===== config.mk =====
export PLATFORM = sky130hd
export DESIGN_NAME = mc_flush_engine
export DESIGN_NICKNAME = d
export VERILOG_FILES = /design/src/rtl/mc_flush_pkg.sv /design/src/rtl/mc_flush_seq.sv /design/src/rtl/mc_flush_decide.sv /design/src/rtl/mc_flush_engine.sv
export SDC_FILE = /design/constraint.sdc
export NUM_CORES = 1
export LEC_CHECK = 0
export BUFFER_PORTS_ARGS = -buffer_cell sky130_fd_sc_hd__buf_2
export CAP_MARGIN = 30
export CORE_ASPECT_RATIO = 1.2
export CORE_MARGIN = 8
export CORE_UTILIZATION = 37
export DETAILED_ROUTE_END_ITERATION = 8
export GPL_ROUTABILITY_DRIVEN = 0
export PLACE_DENSITY_LB_ADDON = 0.25
export SLEW_MARGIN = 25
export SYNTH_ARGS = -nofsm -noshare
export SYNTH_HDL_FRONTEND = slang
export SYNTH_HIERARCHICAL = 1
export SYNTH_SLANG_ARGS = --single-unit

===== constraint.sdc =====
create_clock -name clk -period 1.5 [get_ports clk]
set_input_delay 0.225 -clock clk [delete_from_list [all_inputs] [get_ports clk]]
set_output_delay 0.225 -clock clk [all_outputs]
set_load 0.05 [all_outputs]

===== src/rtl/mc_flush_pkg.sv =====
package mc_flush_pkg;

    localparam int TYPE_LO   = 60;
    localparam int VID_LO    = 48;
    localparam int VID_W     = 12;
    localparam int MCAST_BIT = 40;
    localparam int SUPER_BIT = 65;
    localparam int MASK_LO   = 66;
    localparam int MAC_W     = 48;

    localparam logic [1:0] TYPE_FREE  = 2'd0;
    localparam logic [1:0] TYPE_ADDR  = 2'd1;
    localparam logic [1:0] TYPE_VADDR = 2'd3;

    typedef enum logic [1:0] {
        ST_IDLE,
        ST_READ,
        ST_EVAL,
        ST_DONE
    } flush_state_t;

endpackage


===== src/rtl/mc_flush_seq.sv =====
module mc_flush_seq
    import mc_flush_pkg::*;
#(
    parameter int NPORTS = 3,
    parameter int DEPTH  = 16,
    localparam int IDX_W = (DEPTH > 1) ? $clog2(DEPTH) : 1
) (
    input  logic              clk,
    input  logic              rst_n,
    input  logic              start,
    input  logic [NPORTS-1:0] req_ports,
    input  logic [VID_W-1:0]  req_vid,
    input  logic              req_all,
    output logic              busy,
    output logic              done,
    output logic              rd_en,
    output logic              eval,
    output logic [IDX_W-1:0]  idx,
    output logic [NPORTS-1:0] cur_ports,
    output logic [VID_W-1:0]  cur_vid,
    output logic              cur_all
);

    localparam logic [IDX_W-1:0] LAST_IDX = IDX_W'(DEPTH - 1);

    flush_state_t state_q, state_d;

    always_comb begin
        state_d = state_q;
        unique case (state_q)
            ST_IDLE: if (start) state_d = ST_READ;
            ST_READ: state_d = ST_EVAL;
            ST_EVAL: state_d = (idx == LAST_IDX) ? ST_DONE : ST_READ;
            ST_DONE: state_d = ST_IDLE;
            default: state_d = ST_IDLE;
        endcase
    end

    always_ff @(posedge clk or negedge rst_n) begin
        if (!rst_n) begin
            state_q   <= ST_IDLE;
            idx       <= '0;
            cur_ports <= '0;
            cur_vid   <= '0;
            cur_all   <= 1'b0;
        end else begin
            state_q <= state_d;
            if (state_q == ST_IDLE && start) begin
                idx       <= '0;
                cur_ports <= req_ports;
                cur_vid   <= req_vid;
                cur_all   <= req_all;
            end else if (state_q == ST_EVAL && idx != LAST_IDX) begin
                idx <= idx + 1'b1;
            end
        end
    end

    always_comb begin
        busy  = 1'b0;
        done  = 1'b0;
        rd_en = 1'b0;
        eval  = 1'b0;
        unique case (state_q)
            ST_IDLE: ;
            ST_READ: begin busy = 1'b1; rd_en = 1'b1; end
            ST_EVAL: begin busy = 1'b1; eval  = 1'b1; end
            ST_DONE: done = 1'b1;
            default: ;
        endcase
    end

    p_done_pulse_r9: assert property (@(posedge clk) disable iff (!rst_n)
        done |=> !done);

    p_start_ignored_r10: assert property (@(posedge clk) disable iff (!rst_n)
        (busy && start) |=> ($stable(cur_ports) && $stable(cur_vid) && $stable(cur_all)));

    p_read_then_eval_r12: assert property (@(posedge clk) disable iff (!rst_n)
        rd_en |=> (eval && $stable(idx)));

    p_start_busy_r1: assert property (@(posedge clk) disable iff (!rst_n)
        (!busy && !done && start) |=> (busy && idx == '0));

endmodule


===== src/rtl/mc_flush_decide.sv =====
module mc_flush_decide
    import mc_flush_pkg::*;
#(
    parameter int NPORTS = 3,
    localparam int ENTRY_W = MASK_LO + NPORTS
) (
    input  logic [ENTRY_W-1:0] entry,
    input  logic [NPORTS-1:0]  ports,
    input  logic [VID_W-1:0]   vid,
    input  logic               all_vlans,
    output logic               modify,
    output logic [ENTRY_W-1:0] new_entry
);

    logic [1:0]        etype;
    logic [NPORTS-1:0] members, remain;
    logic              is_cand, vid_ok, exempt;

    always_comb begin
        etype   = entry[TYPE_LO +: 2];
        members = entry[MASK_LO +: NPORTS];
        remain  = members & ~ports;
        is_cand = (etype == TYPE_ADDR || etype == TYPE_VADDR) && entry[MCAST_BIT];
        vid_ok  = all_vlans || (entry[VID_LO +: VID_W] == vid);
        exempt  = entry[SUPER_BIT] || (entry[MAC_W-1:0] == {MAC_W{1'b1}});
        modify  = is_cand && vid_ok && !exempt && ((members & ports) != '0);

        new_entry = entry;
        if (remain == '0)
            new_entry[TYPE_LO +: 2] = TYPE_FREE;
        else
            new_entry[MASK_LO +: NPORTS] = remain;
    end

endmodule


===== src/rtl/mc_flush_engine.sv =====
module mc_flush_engine
    import mc_flush_pkg::*;
#(
    parameter int NPORTS = 3,
    parameter int DEPTH  = 16,
    localparam int IDX_W   = (DEPTH > 1) ? $clog2(DEPTH) : 1,
    localparam int ENTRY_W = MASK_LO + NPORTS
) (
    input  logic               clk,
    input  logic               rst_n,
    input  logic               start,
    input  logic [NPORTS-1:0]  flush_ports,
    input  logic [VID_W-1:0]   flush_vid,
    input  logic               flush_all_vlans,
    output logic               busy,
    output logic               done,
    output logic [IDX_W-1:0]   tbl_addr,
    output logic               tbl_rd_en,
    input  logic [ENTRY_W-1:0] tbl_rdata,
    output logic               tbl_wr_en,
    output logic [ENTRY_W-1:0] tbl_wdata
);

    logic              eval, modify;
    logic [NPORTS-1:0] cur_ports;
    logic [VID_W-1:0]  cur_vid;
    logic              cur_all;

    mc_flush_seq #(.NPORTS(NPORTS), .DEPTH(DEPTH)) u_seq (
        .clk       (clk),
        .rst_n     (rst_n),
        .start     (start),
        .req_ports (flush_ports),
        .req_vid   (flush_vid),
        .req_all   (flush_all_vlans),
        .busy      (busy),
        .done      (done),
        .rd_en     (tbl_rd_en),
        .eval      (eval),
        .idx       (tbl_addr),
        .cur_ports (cur_ports),
        .cur_vid   (cur_vid),
        .cur_all   (cur_all)
    );

    mc_flush_decide #(.NPORTS(NPORTS)) u_dec (
        .entry     (tbl_rdata),
        .ports     (cur_ports),
        .vid       (cur_vid),
        .all_vlans (cur_all),
        .modify    (modify),
        .new_entry (tbl_wdata)
    );

    assign tbl_wr_en = eval && modify;

    p_no_rw_overlap_r12: assert property (@(posedge clk) disable iff (!rst_n)
        !(tbl_rd_en && tbl_wr_en));

    p_wr_skips_super_r4: assert property (@(posedge clk) disable iff (!rst_n)
        tbl_wr_en |-> !tbl_rdata[SUPER_BIT]);

    p_wr_clears_ports_r7: assert property (@(posedge clk) disable iff (!rst_n)
        tbl_wr_en |-> ((tbl_wdata[MASK_LO +: NPORTS] & cur_ports) == '0
                       || tbl_wdata[TYPE_LO +: 2] == TYPE_FREE));

    p_wr_only_mcast_r2: assert property (@(posedge clk) disable iff (!rst_n)
        tbl_wr_en |-> (tbl_rdata[MCAST_BIT] && tbl_rdata[TYPE_LO]));

    p_idle_quiet_r11: assert property (@(posedge clk) disable iff (!rst_n)
        !busy |-> (!tbl_rd_en && !tbl_wr_en));

endmodule


======== Word level (Yosys, flattened, before mapping) ========
Index checks and enable logic that the tools add are counted.
Widths: inputs -> output; s select.
storage, ports and cells
  word-level logic and storage cells ...... 46
  output and inout port bits .............. 77
  bits of input ports ..................... 88
  register bits after elaboration ......... 22
operators by class
  mux-type cells .......................... 11
  bitwise operators ....................... 3
  reduce and logical (&&, ||, !) cells .... 16
  add/subtract/negate cells ............... 1
  eq/ne operators ......................... 10
operators with widths
  cell                  count
  $eq 48x48->1 const B  1
  $eq 12x12->1          1
  $mux 4                2
  $pmux 2 s4            1
  $logic_and 1x1->1     7
  $and 3x3->3           2
  $eq 2x2->1 const B    3
  $mux 2                3
  $add 4x1->4 const B   1
  $eq 2x1->1 const B    2
  $eq 4x4->1 const B    1
  $mux 1                4
  $ne 4x4->1 const B    1
  $logic_not 3->1       1
  $logic_or 1x1->1      3
  $mux 3                1
  $not 3->3             1
  $reduce_bool 3->1     1
  $logic_not 2->1       1
  $ne 2x2->1 const B    1
  $reduce_bool 2->1     1
  $reduce_or 2->1       1
  $logic_not 1->1       1

======== Longest topological paths before layout ========
Gate-level depths: netlist (run 1).
  word-level depth ........................ 7
  depth in mapped cells ................... 6
  depth with buffers taken out ............ 5

======== Cells and area by module ========
Netlist (run 1), hierarchy kept.
modules (own cells, without submodules)
  module           times used  cells an instance  area an instance (sq um)
  mc_flush_seq     1           71                 962.2
  mc_flush_decide  1           110                814.5
  mc_flush_engine  1           1                  6.3

======== Worst setup path before layout (run 1) ========
No wires, ideal clock.
  path kind ............................... register to output
  start ................................... register u_seq.cur_ports[1]
  end ..................................... output port tbl_wdata[66]
  stages on the path, launching flop included .. 3
  required time ........................... 1,275 ps
  arrival ................................. 1,590 ps
  slack ................................... -315 ps
  cells stage by stage .................... dfrtp_1 > o22ai_1 > a21boi_0
between the ends
  cells in the longest elaborated chain, start to end .. 4
ends and longest elaborated chain
  what                      line                   source
  start: declaration        mc_flush_seq.sv:19     output logic [NPORTS-1:0] cur_ports,
  start signal: assignment  mc_flush_seq.sv:50     cur_ports <= req_ports;
  $not 3->3                 mc_flush_decide.sv:22  remain = members & ~ports;
  $and 3x3->3               mc_flush_decide.sv:22
  $logic_not 3->1           mc_flush_decide.sv:29  if (remain == '0)
  $mux 3                    mc_flush_decide.sv:29
  end: declaration          mc_flush_engine.sv:21  output logic [ENTRY_W-1:0] tbl_wdata
No other way between the ends.

======== Worst setup path in the final report (run 1) ========
  start ................................... register u_seq.cur_vid[0]
  end ..................................... output port tbl_wr_en
between the ends
  cells in the longest elaborated chain, start to end .. 6
ends and longest elaborated chain
  what                            line                   source
  start: declaration              mc_flush_seq.sv:20     output logic [VID_W-1:0] cur_vid,
  start signal: assignment        mc_flush_seq.sv:51     cur_vid <= req_vid;
  $eq 12x12->1                    mc_flush_decide.sv:24  vid_ok = all_vlans || (entry[VID_LO +: VID_W] == vid);
  $logic_or 1x1->1                mc_flush_decide.sv:24
  $logic_and 1x1->1 (3 in a row)  mc_flush_decide.sv:26  modify = is_cand && vid_ok && !exempt && ((members & ports) != '0);
  named net modify                mc_flush_engine.sv:24  logic eval, modify;
  $logic_and 1x1->1               mc_flush_engine.sv:55  assign tbl_wr_en = eval && modify;
  end: declaration                mc_flush_engine.sv:20  output logic tbl_wr_en,
The timed path passes the listed nets, and every way through them passes these cells.

==> results.ini, run 1 <==
[global_route]
grt_max_degree = 23
grt-ovfl-total = 0
grt_pass1_vias = 1795
grt_use_total = 0.153
antenna_found_initial = 1
grt_pass1_wl_um = 9070

[sta]
hold_slack_ns = 0.169
fin_crit_ns = 1.89
finalHoldViolCount = 0
relSlewSlack = 0.669
setup_viol = 5
rsz0062_at_grt = yes
drv_slew = 0
setup_tns_ns = -0.926
skew_ns = 0.00148
worstMarginPinSlew_ns = 0.497
post-route-period-util = 1.26
max_freq_mhz = 528
setup_ws_ns = -0.392

[cells_and_area]
num-fill-cells = 445
diodes = 0
design_area_um2 = 2440
multi_input_area_um2 = 748
regArea_um2 = 551
fin_nets = 391
drive_above_1_share = 0.699
areaGrowthSynthToFinish_pct = 36.9

[placement]
portBuffers = 158
hpwl_um = 4910
post_dp_cell_area_um2 = 2290
place_ws_ns = -0.219

[power]
irDropWorstVdd_uv = 1650
p_per_area_nw_per_um2 = 1590
power.leakage_nw = 1.32

[die]
dieWidth_um = 79.4
die_h_um = 92.0
rows = 27
initial_utilization = 0.385
core-area_um2 = 4630
ioPinCount = 165
dieArea_um2 = 7310

[hold_path]
min_path_type = primary input to flip-flop
min_path_cells = 2

[worst_setup_path]
critPathLaunchType = flip-flop
worstPathArrival_ns = 1.67
end_kind = output port
r2r_slack_ns = 0.08
regToRegStartpoint = u_seq/state_q[0]
critPathMaxFanout = 2
r2r-end = u_seq/cur_vid[5]
worst-setup-path-type = flip-flop to output port
setup.worst_path.start = u_seq/cur_vid[0]
cp-endpoint = tbl_wr_en
rr_worst_depth = 5
cp.required_ns = 1.27

[clock_network]
clockRootBuffer = clkbuf_8
insertion_delay_ns = 0.26
clk_pin_slew_ns = 0.08
clkSinkCount = 22
clockBufferDepth = 2
cts_tree = built
numCtsBuffers = 3
cts_max_level = 1

[logic_synthesis]
syn_avg_cell_area_um2 = 9.80
synth-xor-area-share = 0.0589
seq_area_frac_synth = 0.309
yosysUniqueCellTypes = 30
synth_cells = 182
yosysWarnings = 6
syn_nets = 276
ys_ff_latch = 22
synth_top_family_by_area = buffers and inverters
yosys.area_share.simple = 0.136
synthAdderAreaFrac = 0.0421
synth_compound_area_frac = 0.0639
synthesis.area_um2 = 1780
yosys-mux-area-fraction = 0.101

[detailed_routing]
drc = 0
drt-initial-drc-count = 27
wl_per_cell_um = 16.1
vias = 1625
firstDrtPassIters = 6
ant_nets = 0
routed_via_density = 4.59
routed_wl_um = 5720

[status]
violations = negative setup slack
run_status = finished, violations left

[flow_run]
drv_cap = 0

==> worst min path at each step <==
stage | start | to | slack, ns
floorplan | rst_n | u_seq/cur_all | -0.07
global placement | rst_n | u_seq/cur_vid[5] | 0.22
detailed placement | rst_n | u_seq/cur_vid[5] | 0.22
CTS | start | u_seq/idx[2] | 0.15
global route | start | u_seq/idx[2] | 0.17
finish | start | u_seq/idx[2] | 0.17
==> per-stage QoR <==
step	util	instances	power (mW)
6_report	0.527	354	3.89
5_1_grt	0.527	354	4.15
4_1_cts	0.524	354	3.88
3_5_place_dp	0.494	348	3.32
3_3_place_gp	0.494	348	3.28
2_1_floorplan	-	182	2.79
==> power by group <==
part / internal (mW) / switching (mW) / total [mW]
combinational: 0.959 / 1.44 / 2.39
sequential: 0.882 / 0.196 / 1.08
clock: 0.234 / 0.180 / 0.414
total: 2.07 / 1.81 / 3.89
==> registers in the layout (all words and copies together) (netlist names) <==
name and cells:
u_seq/cur_vid 12, u_seq/idx 4, u_seq/cur_ports 3, u_seq/state_q 2, u_seq/cur_all 1
==> Yosys cell counts (all sizes together) <==
cell,n,area [µm²]
a211oi,1,7.51
a21boi,3,22.5
a21o,1,7.51
a21oi,4,20.0
a222oi,1,10.0
a31oi,2,12.5
and2,3,18.8
and3,2,12.5
and4b,1,11.3
buf,66,493
dfrtp,22,551
ha,6,75.1
inv,6,22.5
mux2,16,180
nand2,4,15.0
nand2b,1,6.26
nand3,2,10.0
nand4,13,81.3
nand4b,1,8.76
nor3,1,10.0
nor4,6,56.3
o211ai,1,7.51
o21ai,4,20.0
o22ai,1,6.26
or2,1,6.26
or3,1,6.26
xor2,12,105
==> placed cells by master, fill, tap and decap left out, types with 2 or more instances in the layout <==
cell type | synthesis | layout
a21boi_1 | 1 | 2
a21oi_1 | 4 | 2
a21oi_2 | 0 | 2
a31oi_1 | 2 | 2
and2_4 | 0 | 3
and3_1 | 2 | 2
buf_2 | 1 | 151
buf_4 | 65 | 16
buf_6 | 0 | 3
buf_8 | 0 | 3
clkbuf_8 | 0 | 4
dfrtp_1 | 22 | 22
ha_1 | 6 | 6
inv_1 | 6 | 6
mux2_2 | 16 | 16
nand2_1 | 4 | 3
nand3_1 | 2 | 2
nand4_1 | 13 | 13
nor4_1 | 3 | 3
nor4_2 | 3 | 3
o21ai_0 | 4 | 4
xor2_1 | 12 | 12
==> routing by layer <==
layer | global-route usage | part of all wire | routed length, µm | up-vias
met4 | 0.0325 | 0.0059 | 34 | 2
li1 | - | - | - | 799
met1 | 0.146 | 0.33 | 1890 | 730
met3 | 0.0586 | 0.12 | 712 | 6
met5 | 0 | 0.0035 | 20 | -
met2 | 0.296 | 0.53 | 3060 | 88
==> area by class of cell <==
| class | count | share of cell area |
|---|---|---|
| Sequential cell | 22 | 0.226 |
| Multi-Input combinational cell | 88 | 0.307 |
| Tap cell | 58 | 0.0297 |
| Inverter | 6 | 0.00923 |
| Timing Repair Buffer | 176 | 0.406 |
| Clock buffer | 4 | 0.0226 |
==> cells by family (layout without fill, tap and decap cells) <==
group | after synthesis | after routing
xor gates and xnor gates | 12 | 12
buffers and inverters | 72 | 186
DFF | 22 | 22
and+or+nand+nor | 36 | 36
muxes | 16 | 16
adders and majority gates | 6 | 6
AOI/OAI and AO/OA | 18 | 18
==> repair_timing <==
item                                    in CTS  in global routing
setup buffers                                1                  1
pin swaps                                    7                  3
endpoints found under the hold margin       22                  0
endpoints found under the setup margin       6                 20
hold buffers                                 1                  0
gates resized for setup                     18                  7
==> critical path: stages, from the launching register on <==
cell and delay (ns):
dfrtp_1 0.39, xor2_1 0.17, nor4_2 0.29, a31oi_1 0.14
nor3_2 0.12, and2_4 0.17, buf_8 0.14
(Power assumes the default switching activity.)
==> run 2, diff against run 1 <==
--- a/config.mk
+++ b/config.mk
@@ -16,5 +16,4 @@
 export SLEW_MARGIN = 25
 export SYNTH_ARGS = -nofsm -noshare
 export SYNTH_HDL_FRONTEND = slang
-export SYNTH_HIERARCHICAL = 1
 export SYNTH_SLANG_ARGS = --single-unit
==> run 2 against run 1 <==
  * The flow still finishes with violations (negative setup slack)
  * Sequential share of layout area down 0.53 points
  * Non-clock buffer count unchanged
  * First-iteration DRC count down 3.7%
==> results.ini, run 2 <==
[die]
dieWidth_um = 79.0  ; -0.42%
ioPinCount = 165  ; unchanged
dieArea_um2 = 7240  ; -0.86%
core-area_um2 = 4590  ; -0.73%
initial_utilization = 0.384  ; -0.00125
die_h_um = 91.6  ; -0.44%
rows = 27  ; unchanged

[placement]
place_ws_ns = -0.293  ; -0.0744 ns
hpwl_um = 4810  ; -2.1%
portBuffers = 158  ; unchanged

[global_route]
grt_use_total = 0.143  ; -0.00957
grt_use_met1 = 0.150  ; +0.00474
busiest_layer = met2
grt_pass1_vias = 1719  ; -4.2%
grtUsageMet2 = 0.272  ; -0.0240
grt_max_degree = 23  ; unchanged
antenna_found_initial = 0  ; -1
grt_pass1_wl_um = 8510  ; -6.2%
gr-usage-met3 = 0.0469  ; -0.0117
grt-ovfl-total = 0  ; unchanged

[detailed_routing]
wl_per_cell_um = 16.0  ; -1.1%
firstDrtPassIters = 4  ; -2
routed_via_density = 4.63  ; +0.77%
routed_wl_um = 5590  ; -2.2%
drt-initial-drc-count = 26  ; -3.7%
ant_nets = 0  ; unchanged
vias = 1619  ; -0.37%
drc = 0  ; unchanged

[power]
combinationalPowerShare = 0.612  ; -0.004
seqPwrFrac = 0.260  ; -0.017
p_per_area_nw_per_um2 = 1670  ; +4.9%
switching_share = 0.439  ; -0.0277
power.leakage_nw = 1.34  ; +1.4%
p_clk_frac = 0.128  ; +0.021
switching_power_mw = 1.84  ; +1.5%
irDropWorstVdd_uv = 1130  ; -31%
p_int_mw = 2.35  ; +13%

[clock_network]
insertion_delay_ns = 0.26  ; about the same
cts_max_level = 1  ; unchanged
clk_pin_slew_ns = 0.08  ; about the same
cts_tree = built
numCtsBuffers = 3  ; unchanged
clockBufferDepth = 2  ; unchanged
clockRootBuffer = clkbuf_8
clkSinkCount = 22  ; unchanged

[cells_and_area]
num-fill-cells = 459  ; +3.1%
reg.largest.list = u_seq.cur_vid (12), u_seq.idx (4), u_seq.cur_ports (3)
regArea_um2 = 553  ; +0.45%
final_cell_mix = buf_2 (149), dfrtp_1 (20), mux2_2 (16)
final_common_cell = buf_2
fin_nets = 387  ; -1.0%
multi_input_area_um2 = 759  ; +1.5%
largest_reg_flops = 12  ; unchanged
drive_above_1_share = 0.729  ; +0.0301
diodes = 0  ; unchanged
regMostFlops = u_seq.cur_vid
areaGrowthSynthToFinish_pct = 42.3

[hold_path]
min_path_type = primary input to flip-flop

[logic_synthesis]
synth_top_cell_by_area = dfrtp_1
synth_cells = 177  ; -2.7%
synth_edf_count = 0  ; unchanged
synth_area_leaders = dfrtp_1 (31%), buf_4 (27%), mux2_2 (10%), xor2_1 (7.4%), ha_1 (4.3%)
ys_ff_latch = 22  ; unchanged
yosysUniqueCellTypes = 28  ; -6.7%
synthesis.area_um2 = 1760  ; -1.1%
seq_area_frac_synth = 0.312  ; +0.00328
synth_top_area_frac = 0.312  ; +0.00328
syn_nets = 271  ; -1.8%
yosysWarnings = 0  ; -6
yosys-top-cells-count = buf_4 (64), dfrtp_1 (22), mux2_2 (16), xor2_1 (15), nand4_1 (12)
syn_avg_cell_area_um2 = 9.97  ; +1.7%
yosysMostFrequentCell = buf_4
async_flop_share = 1.00  ; unchanged
synth_flop_cell = dfrtp_1

[worst_setup_path]
critPathMaxFanout = 2  ; unchanged
end_kind = output port
worstPathArrival_ns = 1.69  ; +0.02 ns
worst-setup-path-type = flip-flop to output port
critPathLaunchType = flip-flop
cp.required_ns = 1.27  ; about the same

[status]
run_status = finished, violations left
violations = negative setup slack

[sta]
skew_ns = 0.00456  ; +0.00308 ns
finalHoldViolCount = 0  ; unchanged
rsz0062_at_grt = yes
setup_viol = 5  ; unchanged
fin_crit_ns = 1.91  ; +0.0184 ns
drv_slew = 0  ; unchanged
relSlewSlack = 0.669  ; about the same
hold_slack_ns = 0.197  ; +0.0281 ns
worstMarginPinSlew_ns = 0.497  ; +0.000453 ns
setup_ws_ns = -0.411  ; -0.0184 ns
post-route-period-util = 1.27  ; +0.0122
max_freq_mhz = 523  ; -0.96%

[flow_run]
drv_cap = 0  ; unchanged

==> run 2: changes by cell type after synthesis, moves of 3 or more <==
cell     change
nand2_1      -3
a21oi_1      +3
o21ai_0      -3
xor2_1       +3
==> run 2: what timing repair did <==
action                                  CTS  global route
gates cloned                              0             1
hold buffers                              1             0
pin swaps                                 9             2
setup buffers                             4             0
gates resized for setup                  25             9
endpoints found under the setup margin    7            25
hold endpoints to repair                 22             0
==> run 2: worst paths after layout <==
kind	from	endpoint	slack, ns	cells past startpoint
min in group asynchronous	rst_n	u_seq.idx[1]	0.46	2
min	flush_vid[4]	u_seq.cur_vid[4]	0.20	2
max	u_seq.cur_vid[2]	tbl_wr_en	-0.41	5
max in group asynchronous	rst_n	u_seq.idx[0]	0.68	2
min reg2reg	u_seq.cur_vid[7]	u_seq.cur_vid[7]	0.53	1
max reg2reg	u_seq.state_q[0]	u_seq.cur_vid[2]	0.09	6
==> run 2: through the flow <==
stage / setup TNS (ns) / power [mW] / util / std cells / cell area [µm²]
detailed placement: -0.293 / 3.25 / 0.491 / 340 / 2260
CTS: -0.719 / 4.07 / 0.533 / 349 / 2450
global route: -1.17 / 4.48 / 0.547 / 350 / 2510
floorplan: -0.294 / 2.78 / - / 177 / 1780
global placement: -0.265 / 3.22 / 0.491 / 340 / 2260
finish: -0.710 / 4.19 / 0.547 / 350 / 2510
==> run 2: cells by family after synthesis <==
| family | after synthesis | share of synthesized area |
|---|---|---|
| mux | 17 | 0.108 |
| xor+xnor | 15 | 0.0745 |
| compound gates | 14 | 0.0482 |
| simple gates | 32 | 0.123 |
| fa+ha+maj | 6 | 0.0426 |
| buf+inv | 71 | 0.291 |
| flops | 22 | 0.312 |
==> run 2: cell type report <==
cell class	instances	area share
repair buffers	176	0.410
multi-input cells	84	0.302
flip-flops and latches	22	0.220
well taps	58	0.0289
clock buffers	3	0.0164
clock inverters	1	0.0120
inverters	6	0.00997
==> run 2: power groups by stage <==
stage          Clock (mW)  Sequential (mW)  Combinational (mW)
6_report            0.536             1.09                2.57
5_1_grt             0.587             1.13                2.76
4_1_cts             0.561             1.09                2.42
3_5_place_dp            0             1.10                2.15
3_3_place_gp            0             1.08                2.14
2_1_floorplan           0             1.16                1.62
==> run 2: routing by layer <==
metal	up-vias	wire (µm)
met4	0	19
met1	768	2050
met5	-	0
li1	780	-
met2	69	3110
met3	2	414
==> run 2: worst max-delay path, stage by stage (launching register included) <==
cell	delay, ns
dfrtp_1	0.40
xor2_1	0.16
nor4_2	0.34
a31oi_2	0.18
nor4_4	0.17
buf_6	0.19
